`config.mk`:
```
export PLATFORM = sky130hd
export DESIGN_NAME = bnpc_unit
export DESIGN_NICKNAME = d
export VERILOG_FILES = /design/src/rtl/bnpc_pkg.sv /design/src/rtl/bnpc_decode.sv /design/src/rtl/bnpc_cond.sv /design/src/rtl/bnpc_target.sv /design/src/rtl/bnpc_unit.sv
export SDC_FILE = /design/constraint.sdc
export NUM_CORES = 1
export LEC_CHECK = 0
export BUFFER_PORTS_ARGS = -buffer_cell sky130_fd_sc_hd__buf_2
export CAP_MARGIN = 5
export CELL_PAD_IN_SITES_DETAIL_PLACEMENT = 1
export CELL_PAD_IN_SITES_GLOBAL_PLACEMENT = 1
export CORE_ASPECT_RATIO = 1.5
export CORE_UTILIZATION = 32
export DETAILED_ROUTE_END_ITERATION = 12
export GPL_TIMING_DRIVEN = 0
export PLACE_DENSITY_LB_ADDON = 0.1
export SYNTH_ARGS = -nofsm -noshare
export SYNTH_HDL_FRONTEND = slang
export SYNTH_SLANG_ARGS = --single-unit
```
`constraint.sdc`:
```
create_clock -name vclk -period 6.1
set_input_delay 1.22 -clock vclk [all_inputs]
set_output_delay 1.22 -clock vclk [all_outputs]
set_load 0.05 [all_outputs]
```
`src/rtl/bnpc_pkg.sv`:
```
package bnpc_pkg;

    localparam int XLEN       = 32;
    localparam int OPC_W      = 6;
    localparam int RSEL_W     = 5;
    localparam int IMM_S_W    = 16;
    localparam int IMM_L_W    = 26;
    localparam int WORD_SHIFT = 2;
    localparam int WADDR_W    = XLEN - WORD_SHIFT;
    localparam int REGION_W   = XLEN - IMM_L_W - WORD_SHIFT;

    localparam logic [OPC_W-1:0] OPC_ZCMP = 6'd1;
    localparam logic [OPC_W-1:0] OPC_JMP  = 6'd2;
    localparam logic [OPC_W-1:0] OPC_EQ   = 6'd4;
    localparam logic [OPC_W-1:0] OPC_NE   = 6'd5;
    localparam logic [OPC_W-1:0] OPC_LEZ  = 6'd6;
    localparam logic [OPC_W-1:0] OPC_GTZ  = 6'd7;

    localparam logic [RSEL_W-1:0] ZSEL_LT = 5'd0;
    localparam logic [RSEL_W-1:0] ZSEL_GE = 5'd1;

    typedef enum logic [1:0] {
        FLOW_SEQ,
        FLOW_BRANCH,
        FLOW_JUMP
    } flow_e;

    typedef enum logic [2:0] {
        CMP_NONE,
        CMP_EQ,
        CMP_NE,
        CMP_LEZ,
        CMP_GTZ,
        CMP_LTZ,
        CMP_GEZ
    } cmp_e;

    typedef struct packed {
        flow_e flow;
        cmp_e  cmp;
    } ctl_t;

    typedef struct packed {
        logic [WADDR_W-1:0] seq_w;
        logic [WADDR_W-1:0] br_w;
        logic [WADDR_W-1:0] jmp_w;
    } tgt_t;

    // Widen a signed word offset to the width of a word address.
    function automatic logic [WADDR_W-1:0] widen_offset(input logic [IMM_S_W-1:0] off);
        return {{(WADDR_W-IMM_S_W){off[IMM_S_W-1]}}, off};
    endfunction

    // Append the zero byte-offset bits to a word address.
    function automatic logic [XLEN-1:0] to_byte_addr(input logic [WADDR_W-1:0] w);
        return {w, {WORD_SHIFT{1'b0}}};
    endfunction

endpackage

```
`src/rtl/bnpc_decode.sv`:
```
module bnpc_decode
    import bnpc_pkg::*;
(
    input  logic [OPC_W-1:0]  opcode_i,
    input  logic [RSEL_W-1:0] rt_sel_i,
    output ctl_t              ctl_o
);

    always_comb begin
        ctl_o.flow = FLOW_SEQ;
        ctl_o.cmp  = CMP_NONE;
        unique case (opcode_i)
            OPC_JMP: ctl_o.flow = FLOW_JUMP;
            OPC_EQ:  begin ctl_o.flow = FLOW_BRANCH; ctl_o.cmp = CMP_EQ;  end
            OPC_NE:  begin ctl_o.flow = FLOW_BRANCH; ctl_o.cmp = CMP_NE;  end
            OPC_LEZ: begin ctl_o.flow = FLOW_BRANCH; ctl_o.cmp = CMP_LEZ; end
            OPC_GTZ: begin ctl_o.flow = FLOW_BRANCH; ctl_o.cmp = CMP_GTZ; end
            OPC_ZCMP: begin
                if (rt_sel_i == ZSEL_LT) begin
                    ctl_o.flow = FLOW_BRANCH;
                    ctl_o.cmp  = CMP_LTZ;
                end else if (rt_sel_i == ZSEL_GE) begin
                    ctl_o.flow = FLOW_BRANCH;
                    ctl_o.cmp  = CMP_GEZ;
                end
            end
            default: ;
        endcase
    end

    // Only branches carry a condition; other flows never do.
    always_comb begin
        assert_cmp_only_on_branch_R4: assert ((ctl_o.flow == FLOW_BRANCH) == (ctl_o.cmp != CMP_NONE))
            else $error("decode produced a condition without a branch");
    end

endmodule

```
`src/rtl/bnpc_cond.sv`:
```
module bnpc_cond
    import bnpc_pkg::*;
(
    input  cmp_e            cmp_i,
    input  logic [XLEN-1:0] a_i,
    input  logic [XLEN-1:0] b_i,
    output logic            pass_o
);

    logic a_zero;
    logic a_neg;
    logic a_eq_b;

    assign a_zero = (a_i == '0);
    assign a_neg  = a_i[XLEN-1];
    assign a_eq_b = (a_i == b_i);

    always_comb begin
        unique case (cmp_i)
            CMP_EQ:  pass_o = a_eq_b;
            CMP_NE:  pass_o = !a_eq_b;
            CMP_LEZ: pass_o = a_neg || a_zero;
            CMP_GTZ: pass_o = !a_neg && !a_zero;
            CMP_LTZ: pass_o = a_neg;
            CMP_GEZ: pass_o = !a_neg;
            default: pass_o = 1'b0;
        endcase
    end

    // Sign tests against zero agree with a signed comparison.
    always_comb begin
        assert_gtz_signed_R3: assert (!(cmp_i == CMP_GTZ) || (pass_o == ($signed(a_i) > 0)))
            else $error("greater-than-zero test disagrees with signed compare");
        assert_ltz_signed_R4: assert (!(cmp_i == CMP_LTZ) || (pass_o == ($signed(a_i) < 0)))
            else $error("less-than-zero test disagrees with signed compare");
    end

endmodule

```
`src/rtl/bnpc_target.sv`:
```
module bnpc_target
    import bnpc_pkg::*;
(
    input  logic [XLEN-1:0]    pc_i,
    input  logic [IMM_S_W-1:0] imm16_i,
    input  logic [IMM_L_W-1:0] imm26_i,
    output tgt_t               tgt_o
);

    logic [WADDR_W-1:0] pc_w;
    logic               unused_pc_lo;

    assign pc_w         = pc_i[XLEN-1:WORD_SHIFT];
    assign unused_pc_lo = ^pc_i[WORD_SHIFT-1:0];

    assign tgt_o.seq_w = pc_w + WADDR_W'(1);
    assign tgt_o.br_w  = tgt_o.seq_w + widen_offset(imm16_i);

    generate
        if (REGION_W > 0) begin : g_region
            assign tgt_o.jmp_w = {pc_w[WADDR_W-1 -: REGION_W], imm26_i};
        end else begin : g_flat
            assign tgt_o.jmp_w = WADDR_W'(imm26_i);
        end
    endgenerate

    // The branch target sits exactly one word past the current PC when the offset is zero.
    always_comb begin
        assert_zero_offset_R5: assert (!(imm16_i == '0) || (tgt_o.br_w == tgt_o.seq_w))
            else $error("zero offset did not land on the next word");
    end

endmodule

```
`src/rtl/bnpc_unit.sv`:
```
module bnpc_unit
    import bnpc_pkg::*;
(
    input  logic [31:0] pc_i,
    input  logic [5:0]  opcode_i,
    input  logic [4:0]  rt_sel_i,
    input  logic [15:0] imm16_i,
    input  logic [25:0] imm26_i,
    input  logic [31:0] rs_val_i,
    input  logic [31:0] rt_val_i,
    output logic [31:0] next_pc_o,
    output logic        taken_o
);

    ctl_t ctl;
    tgt_t tgt;
    logic cond_pass;
    logic [WADDR_W-1:0] next_w;

    bnpc_decode u_decode (
        .opcode_i (opcode_i),
        .rt_sel_i (rt_sel_i),
        .ctl_o    (ctl)
    );

    bnpc_cond u_cond (
        .cmp_i  (ctl.cmp),
        .a_i    (rs_val_i),
        .b_i    (rt_val_i),
        .pass_o (cond_pass)
    );

    bnpc_target u_target (
        .pc_i    (pc_i),
        .imm16_i (imm16_i),
        .imm26_i (imm26_i),
        .tgt_o   (tgt)
    );

    always_comb begin
        unique case (ctl.flow)
            FLOW_JUMP: begin
                taken_o = 1'b1;
                next_w  = tgt.jmp_w;
            end
            FLOW_BRANCH: begin
                taken_o = cond_pass;
                next_w  = cond_pass ? tgt.br_w : tgt.seq_w;
            end
            default: begin
                taken_o = 1'b0;
                next_w  = tgt.seq_w;
            end
        endcase
    end

    assign next_pc_o = to_byte_addr(next_w);

    always_comb begin
        assert_word_aligned_R8: assert (next_pc_o[1:0] == 2'b00)
            else $error("next PC not word aligned");
        assert_fallthrough_R7: assert (taken_o || (next_pc_o[31:2] == pc_i[31:2] + 30'd1))
            else $error("untaken path did not advance one word");
        assert_jump_region_R6: assert (!(opcode_i == OPC_JMP) || (taken_o && next_pc_o[31:28] == pc_i[31:28]))
            else $error("jump left its region or was not taken");
        assert_seq_not_taken_R9: assert (!(ctl.flow == FLOW_SEQ) || !taken_o)
            else $error("non-control instruction flagged as taken");
    end

endmodule

```
==> run metrics <==
outcome=finished clean; Hold Crit Start=imm26_i[22]; synthesized area per cell=slightly below 7 µm²; Worst Setup End Kind=output pin; Top Ports=roughly 180; Synth area leader=xor2_1; layout cell share with drive strength beyond 1=between 30% and 40%; Slew HR=46.0%; critical path fanouts, max=6; seq_cells=0; DR WL/cell=18.6 µm; vias per cell=about 5.6; CTS Hold Bufs=0; first-pass GRT wire length=approximately 23,000 µm; Core ar.=0.0102 mm²; vias in the first global route=about 4,800; Seq pwr share=0%; Tcrit/Tclk final=97.5%; Post-Syn Area=about 0.0034 mm²; total congestion overflow=0; Die X=between 80 and 90 µm; Hold Vio Cnt, Final=0; DRT Pass-1 Iters=5; Clock Power Share=0%; Hold WC Path Type=input port to output pin; initial core utilization=around 33%; gr usage total=27.1%; die height=128 µm; DP Cell Count=816; achievable clock frequency=about 170 MHz; max-cap check violation count=0; Setup CP Type=input port to output pin; Hold Crit Depth=4; DRT iter0 DRCs=119; pin count of the biggest net entering global routing=18; Setup WS post-layout=0.151 ns; Net Sw Frac=just under 60%; initial antenna violation count=0; Area contributors post-synth=xor2_1 14%, ha_1 13%, xnor2_1 7.0%; worst-margin pin slew=0.809 ns; area grow syn2layout=41.5%; fin nets=873; residual DRC count=0; pre-CTS setup slack=-0.844 ns; post-DP HPWL=12,900 µm; Post-Synthesis Cells=between 400 and 500; PortBufs=178; fin. max-slew vios=0; Yosys top cell area share=14.3%; final antenna-violating net count=0; Total Power=428 µW; total area of sequential cells=0 µm²; non-filler instance count after layout=827; Netlist cell types=59; peak supply drop=0.0381 mV; combinational share of power=100.0%; Power Dens Cells=between 80 and 90 mW/mm²; post-route cell area=0.00477 mm²; register area share after synthesis=0%; Net Switching=253 µW; CLK BUF=0; Worst EP arrival=4.73 ns; Cell Rows=45; Startpoint Class=input port; synth cell count leaders=55 x xor2_1, 53 x nand2_1, 45 x nor2_1, 35 x ha_1, 29 x a21oi_1; # diodes=0; vias=4,591; setup violators final=0; internal power=174 µW; die area=roughly 0.011 mm²; most frequent cell after synthesis=xor2_1; wirelength, routed=15,400 µm; Placed Area=0.00444 mm²; Syn. warnings=0; RD Place Congestion=approximately 0.91; Endpoint, Worst Hold=next_pc_o[24]; Leak=2.31 nW; min Tclk post-route=5.95 ns; Min Hold Slack=roughly 2.8 ns; WP data required=4.88 ns
==> power groups by stage <==
stage                     combinational (mW)  clock, mW  sequential [mW]
after floorplan                        0.264          0                0
after global placement                 0.388          0                0
after detailed placement               0.398          0                0
after CTS                              0.413          0                0
after global routing                   0.464          0                0
final                                  0.428          0                0
==> routing by layer <==
layer,track usage (%),up-vias,part of all wire (%)
met1,25.5,2178,35
met4,7.55,0,2.8
li1,-,2216,-
met5,0,-,0
met3,2.96,33,4.7
met2,58.6,164,57
==> per-stage QoR <==
step	util [%]	TNS, ns
after floorplan	-	0
after global placement	43.6	-4.49
after detailed placement	43.6	-5.24
after CTS	45.2	0
after global routing	46.8	-0.0547
final	46.8	0
==> worst max-delay path by stage <==
stage / startpoint / endpoint / depth (start not counted)
floorplan: pc_i[6] / next_pc_o[30] / 16
global placement: pc_i[9] / next_pc_o[31] / 17
detailed placement: pc_i[9] / next_pc_o[31] / 19
CTS: pc_i[11] / next_pc_o[31] / 17
global route: pc_i[9] / next_pc_o[30] / 19
finish: pc_i[9] / next_pc_o[30] / 19
==> cells in the final DEF, fill, tap and decap left out, types with 9 or more instances in the layout <==
cell	n
a21o_1	13
buf_4	22
nand3_1	13
buf_2	172
nand4_1	15
nor2_1	43
nor3_1	9
a22oi_1	11
nand2_1	51
a221o_1	13
ha_1	31
xor2_1	53
nor4_1	15
o21ai_0	21
a21oi_1	25
inv_1	18
o211ai_1	9
xnor2_1	25
==> cell type report <==
type                            instances  area (µm²)
Buffer                                 14        92.6
Inverter                               18        67.6
Multi-Input combinational cell        461        3400
Fill cell                            1385        5420
Timing Repair Buffer                  193        1040
Tap cell                              141         176
==> worst max-delay path, stage by stage <==
cell      delay [ns]
buf_2           0.13
and3_4          0.19
and3_4          0.21
nand3_4         0.12
nor3b_4         0.25
buf_12          0.15
nand4_1         0.16
xnor2_2         0.28
ha_4            0.26
a21o_1          0.19
a21oi_2         0.15
o21bai_2        0.10
a21o_1          0.20
a21oi_1         0.14
o21a_1          0.17
mux2i_1         0.19
o211ai_1        0.10
o211ai_1        0.26
buf_4           0.25
==> cell families (layout without fill, tap and decap cells) <==
| family | after synthesis | count (layout) | synth area share, % |
|---|---|---|---|
| multiplexers | 5 | 5 | 1.74 |
| other | 1 | 2 | 0.111 |
| XOR/XNOR | 82 | 82 | 21.3 |
| buffers and inverters | 36 | 225 | 5.16 |
| AND/OR/NAND/NOR | 197 | 197 | 29.4 |
| adder cells (fa/ha/maj) | 36 | 36 | 13.6 |
| AO/OA/AOI/OAI | 139 | 139 | 28.7 |
==> what timing repair did <==
action	in CTS	in global routing
setup buffers	5	10
gates cloned	0	0
pin swaps	6	16
gates resized for setup	30	23
endpoints found under the setup margin	13	12
No activity file was read; power rests on OpenSTA's default activity.
